==> src/rtl/iopt_xlate.sv <==
module iopt_xlate #(
  parameter int LEN_W = 16
) (
  input  logic             clk,
  input  logic             rst_n,
  input  logic             xlat_en,
  input  logic [31:0]      win_start,
  input  logic [31:0]      tbl_base,
  input  logic             req_valid,
  output logic             req_ready,
  input  logic [31:0]      req_vaddr,
  input  logic [LEN_W-1:0] req_len,
  input  logic             req_write,
  output logic             pte_req_valid,
  input  logic             pte_req_ready,
  output logic [31:0]      pte_req_addr,
  input  logic             pte_rsp_valid,
  input  logic [31:0]      pte_rsp_data,
  output logic             acc_valid,
  input  logic             acc_ready,
  output logic [31:0]      acc_paddr,
  output logic [LEN_W-1:0] acc_len,
  output logic             acc_write,
  output logic             acc_cache,
  output logic             acc_last,
  output logic             fault_valid,
  output logic [1:0]       fault_cause,
  output logic [31:0]      fault_vaddr
);

  localparam int PG_W = 12;
  localparam logic [31:0] PG_SIZE = 32'd1 << PG_W;
  localparam int IDX_SHIFT = PG_W - 2;
  localparam logic [1:0] CAUSE_INVALID = 2'b01;
  localparam logic [1:0] CAUSE_WPROT   = 2'b10;

  typedef enum logic [2:0] {S_IDLE, S_FREQ, S_FWAIT, S_CHECK, S_ACC} st_t;

  st_t              st;
  logic [31:0]      cur_va;
  logic [LEN_W-1:0] len_left;
  logic             wr, byp;
  logic [18:0]      ppn;
  logic             ent_v, ent_w, ent_c;

  logic [31:0] win_off, page_room, left32, piece32;
  logic        unused_bits;

  assign win_off      = cur_va - win_start;
  assign pte_req_addr = (tbl_base << 4) + ((win_off >> IDX_SHIFT) & ~32'd3);
  assign page_room    = PG_SIZE - {20'd0, cur_va[PG_W-1:0]};
  assign left32       = 32'(len_left);
  assign piece32      = (byp || left32 < page_room) ? left32 : page_room;

  assign req_ready     = (st == S_IDLE);
  assign pte_req_valid = (st == S_FREQ);
  assign acc_valid     = (st == S_ACC);
  assign acc_len       = piece32[LEN_W-1:0];
  assign acc_last      = (piece32 == left32);
  assign acc_paddr     = byp ? cur_va : {1'b0, ppn, cur_va[PG_W-1:0]};
  assign acc_write     = wr;
  assign acc_cache     = ent_c & ~byp;
  assign unused_bits   = ^{pte_rsp_data[31:27], pte_rsp_data[6:3], pte_rsp_data[0]};

  always_ff @(posedge clk) begin
    if (!rst_n) begin
      st          <= S_IDLE;
      cur_va      <= '0;
      len_left    <= '0;
      wr          <= 1'b0;
      byp         <= 1'b0;
      ppn         <= '0;
      ent_v       <= 1'b0;
      ent_w       <= 1'b0;
      ent_c       <= 1'b0;
      fault_valid <= 1'b0;
      fault_cause <= '0;
      fault_vaddr <= '0;
    end else begin
      fault_valid <= 1'b0;
      unique case (st)
        S_IDLE: if (req_valid) begin
          cur_va   <= req_vaddr;
          len_left <= req_len;
          wr       <= req_write;
          byp      <= ~xlat_en;
          ent_c    <= 1'b0;
          if (req_len != '0) st <= xlat_en ? S_FREQ : S_ACC;
        end
        S_FREQ: if (pte_req_ready) st <= S_FWAIT;
        S_FWAIT: if (pte_rsp_valid) begin
          ppn   <= pte_rsp_data[26:8];
          ent_c <= pte_rsp_data[7];
          ent_w <= pte_rsp_data[2];
          ent_v <= pte_rsp_data[1];
          st    <= S_CHECK;
        end
        S_CHECK: begin
          if (!ent_v || (wr && !ent_w)) begin
            fault_valid <= 1'b1;
            fault_cause <= !ent_v ? CAUSE_INVALID : CAUSE_WPROT;
            fault_vaddr <= cur_va;
            st          <= S_IDLE;
          end else begin
            st <= S_ACC;
          end
        end
        S_ACC: if (acc_ready) begin
          cur_va   <= cur_va + piece32;
          len_left <= len_left - acc_len;
          st       <= acc_last ? S_IDLE : S_FREQ;
        end
        default: st <= S_IDLE;
      endcase
    end
  end

endmodule

==> config.mk <==
export PLATFORM = sky130hd
export DESIGN_NAME = iopt_xlate
export DESIGN_NICKNAME = d
export VERILOG_FILES = /design/src/rtl/iopt_xlate.sv
export SDC_FILE = /design/constraint.sdc
export NUM_CORES = 1
export LEC_CHECK = 0
export BUFFER_PORTS_ARGS = -buffer_cell sky130_fd_sc_hd__buf_2
export CORE_UTILIZATION = 54
export DETAILED_ROUTE_END_ITERATION = 7
export GPL_ROUTABILITY_DRIVEN = 0
export PLACE_DENSITY = 0.83
export SKIP_LAST_GASP = 1
export SLEW_MARGIN = 10
export SYNTH_ARGS = -nofsm -noshare
export SYNTH_HDL_FRONTEND = slang
export SYNTH_SLANG_ARGS = --single-unit
export TNS_END_PERCENT = 20
==> constraint.sdc <==
create_clock -name clk -period 6.74 [get_ports clk]
set_input_delay 1.348 -clock clk [delete_from_list [all_inputs] [get_ports clk]]
set_output_delay 1.348 -clock clk [all_outputs]
set_load 0.05 [all_outputs]
==> impl_metrics.csv <==
group,metric,value,unit
logic_synthesis,netlist-cell-type-count,90,
finish,fin_nets,1732,
floorplanning,dieArea,17800,sq um
global_route,overflow,0,
timing,fin_crit,6730,ps
cts,numCtsBuffers,9,
timing,maxSlewViolCount,0,
placement,placedCellCount,1694,
cts,cts.sinks,110,
logic_synthesis,synth.avg_cell_area,7.46,sq um
min_path,holdCritPathClass,"reg2reg",
power_and_ir_drop,power.density,449,nW/um^2
logic_synthesis,ys_ff_latch,110,
finish,stdcell_count,1714,
logic_synthesis,synthFlopType,"dfxtp_1",
floorplanning,placementRows,47,
setup_path,reg2reg_to,"cur_va[28]$_SDFFE_PN0P_",
detailed_routing,vias_per_cell,5.94,
detailed_routing,postRouteAntennaNets,0,
min_path,hold_depth,2,
power_and_ir_drop,swShare,0.547,
cts,cts_root_buffer,"clkbuf_16",
power_and_ir_drop,power_switching,2.80,mW
power_and_ir_drop,intPower,2.32,mW
power_and_ir_drop,power.total,5.11,mW
floorplanning,core,16700,sq um
min_path,min_to,"fault_vaddr[23]$_SDFFE_PN0P_",
floorplanning,io_pins,273,
finish,area_growth,22.2,%
timing,rsz0062_at_grt,"true",
floorplanning,initial_core_util,0.558,
power_and_ir_drop,power.leakage,5.33,nW
power_and_ir_drop,ir_drop,0.000419,V
timing,slew_headroom,0.215,
cts,cts_tree,"built",
placement,io_buffers,256,
cts,clock_tree.buffer_depth,2,
timing,tightestPinTransition,1170,ps
logic_synthesis,yosysWarningCount,0,
setup_path,r2r_cells,23,
timing,finalSetupTns,0,ps
flow_run,maxCapViolations,0,
global_route,antenna_found_initial,3,
cts,htree_levels,3,
detailed_routing,routed_wl,29.5,mm
cts,ctsHoldBuffers,0,
min_path,min_from,"fault_vaddr[23]$_SDFFE_PN0P_",
setup_path,end_kind,"output port",
global_route,grt_pass1_wl,44.9,mm
detailed_routing,wl_per_cell,17.2,um
finish,post-route-util,0.682,
power_and_ir_drop,seqPwrFrac,0.168,
finish,drive_above_1_share,0.267,
logic_synthesis,synthCells,1248,
global_route,grt_usage,0.316,
floorplanning,die_y,133,um
logic_synthesis,yosysTopAreaCell,"dfxtp_1",
detailed_routing,first_pass_iters,7,
cts,insertion_delay,370,ps
timing,holdWs,453,ps
timing,clock_skew,10.7,ps
setup_path,worst_setup_path_start_kind,"primary input",
setup_path,arrival,5380,ps
power_and_ir_drop,pwr-share-clk,0.111,
detailed_routing,num_vias,10200,
power_and_ir_drop,comb_power_share,0.721,
global_route,grt_pass1_vias,9131,
setup_path,r2r_start,"cur_va[1]$_SDFFE_PN0P_",
detailed_routing,drt_iter0_markers,738,
detailed_routing,drc,0,
setup_path,crit_type,"in2out",
timing,hold_viol,0,
setup_path,path_max_fanout,5,
placement,dp_hpwl,21.9,mm
logic_synthesis,synthesis.area,9310,sq um
cts,clk_pin_slew_worst_paths,70,ps
timing,period_share,0.998,
logic_synthesis,async_reset_ff_frac,0,
logic_synthesis,synth-edff-count,0,
logic_synthesis,ys_seq_area_frac,0.236,
setup_path,cp.required,5390,ps
logic_synthesis,synth.top_cell.area_share,0.236,
run_status,status,"finished, final reports clean",
timing,setup_viol,0,
logic_synthesis,ys_top_cells_by_area,"dfxtp_1 (24%), ha_1 (12%), nand2_1 (8.3%), a21oi_1 (7.4%), xnor2_1 (3.9%)",
timing,fmax,149,MHz
setup_path,reg2reg_slack,890,ps
floorplanning,die_w,133,um
global_route,grt_max_degree,73,
-- kinds of logic (layout without fill, tap and decap cells) --
| group | Yosys count | after routing | synth area share |
|---|---|---|---|
| AND/OR/NAND/NOR | 439 | 439 | 0.217 |
| AO/OA/AOI/OAI | 374 | 374 | 0.265 |
| buffers and inverters | 141 | 383 | 0.0630 |
| flip-flops | 110 | 110 | 0.236 |
| adder cells (fa/ha/maj) | 93 | 93 | 0.127 |
| XOR/XNOR | 67 | 67 | 0.0630 |
| multiplexers | 23 | 23 | 0.0275 |
| other | 1 | 5 | 0.000403 |
-- metal layers --
layer | vias to the layer above | wire (um) | global-route usage
li1 | 4910 | - | -
met5 | - | 0 | 0
met3 | 78 | 2400 | 0.0441
met2 | 506 | 13600 | 0.524
met1 | 4685 | 12400 | 0.402
met4 | 0 | 1150 | 0.154
-- registers in the layout, summed over array words and instances (netlist names) --
name	flops
cur_va	32
fault_valid	1
st	3
ent_c	1
fault_cause	2
ppn	19
acc_write	1
byp	1
len_left	16
ent_v	1
fault_vaddr	32
ent_w	1
-- final cells by class --
type / instances / area, sq um
Sequential cell: 110 / 2200
Tap cell: 220 / 275
Timing Repair Buffer: 298 / 1630
Clock buffer: 10 / 239
Inverter: 70 / 263
Clock inverter: 5 / 71.3
Fill cell: 1401 / 5320
Antenna cell: 3 / 7.51
Multi-Input combinational cell: 998 / 6700
-- synthesized netlist by cell type (8+ instances only) --
library cell and instances:
a211oi_1 15, a21o_1 26, a21oi_1 138, a311oi_1 19, and2_1 11, and3_1 14
buf_4 14, clkbuf_1 48, dfxtp_1 110, ha_1 90, inv_1 68, mux2_2 21
nand2_1 205, nand3_1 27, nor2_1 79, nor2b_1 15, nor3_1 27, nor3b_1 8
nor4_1 8, o21a_1 21, o21ai_0 62, or3_1 9, xnor2_1 42, xor2_1 25
-- power by group through the flow --
stage,registers (mW),logic [mW],clock network [mW]
3_5_place_dp,0.867,3.52,0
2_1_floorplan,0.831,2.77,0
3_3_place_gp,0.863,3.45,0
4_1_cts,0.852,3.55,0.574
6_report,0.858,3.69,0.566
5_1_grt,0.869,3.97,0.598
-- critical path, cell delays in order --
cell,delay (ps)
buf_2,70
inv_1,30
ha_1,300
a211o_1,300
a221o_1,300
a21oi_4,180
a21oi_2,110
a21o_1,210
a21oi_2,200
xnor2_2,130
fa_2,380
a21o_1,190
a21oi_2,160
o21ai_2,100
a211oi_2,320
o31ai_2,140
a221oi_2,250
buf_4,180
nor3_2,50
xor2_1,190
buf_4,230
-- stage by stage --
stage,setup WS [ps],cell area [sq um]
floorplan,-110,9320
global placement,-50.0,10900
detailed placement,-155,10900
CTS,-60.1,11200
global route,-158,11400
finish,14.3,11400
-- placed cells by master, fill, tap and decap left out, drive strengths merged, types with 11 or more instances in the layout --
cell / instances
a21oi: 140
xor2: 25
o21ai: 69
clkbuf: 14
dfxtp: 110
buf: 294
nor2b: 15
nor3: 27
a211oi: 16
ha: 90
a311oi: 19
xnor2: 42
mux2: 21
and3: 15
a21o: 28
o21a: 22
and2: 11
nand2: 206
inv: 70
nor2: 81
nand3: 27
-- what timing repair did --
| item | in CTS | in global routing |
|---|---|---|
| setup endpoints to repair | 12 | 16 |
| pin swaps | 1 | 10 |
| setup buffers | 0 | 2 |
| gates resized for setup | 5 | 47 |
-- worst max-delay path by stage --
stage / end / slack, ps / cells after the start / startpoint
3_3_place_gp: pte_req_addr[26] / -50 / 21 / win_start[9]
3_5_place_dp: pte_req_addr[26] / -160 / 21 / win_start[9]
6_report: pte_req_addr[28] / 10 / 21 / win_start[9]
5_1_grt: pte_req_addr[28] / -160 / 21 / win_start[9]
4_1_cts: acc_last / -60 / 18 / cur_va[2]$_SDFFE_PN0P_
2_1_floorplan: pte_req_addr[26] / -110 / 18 / win_start[9]
Note: power is estimated with default switching activity, not from simulation.
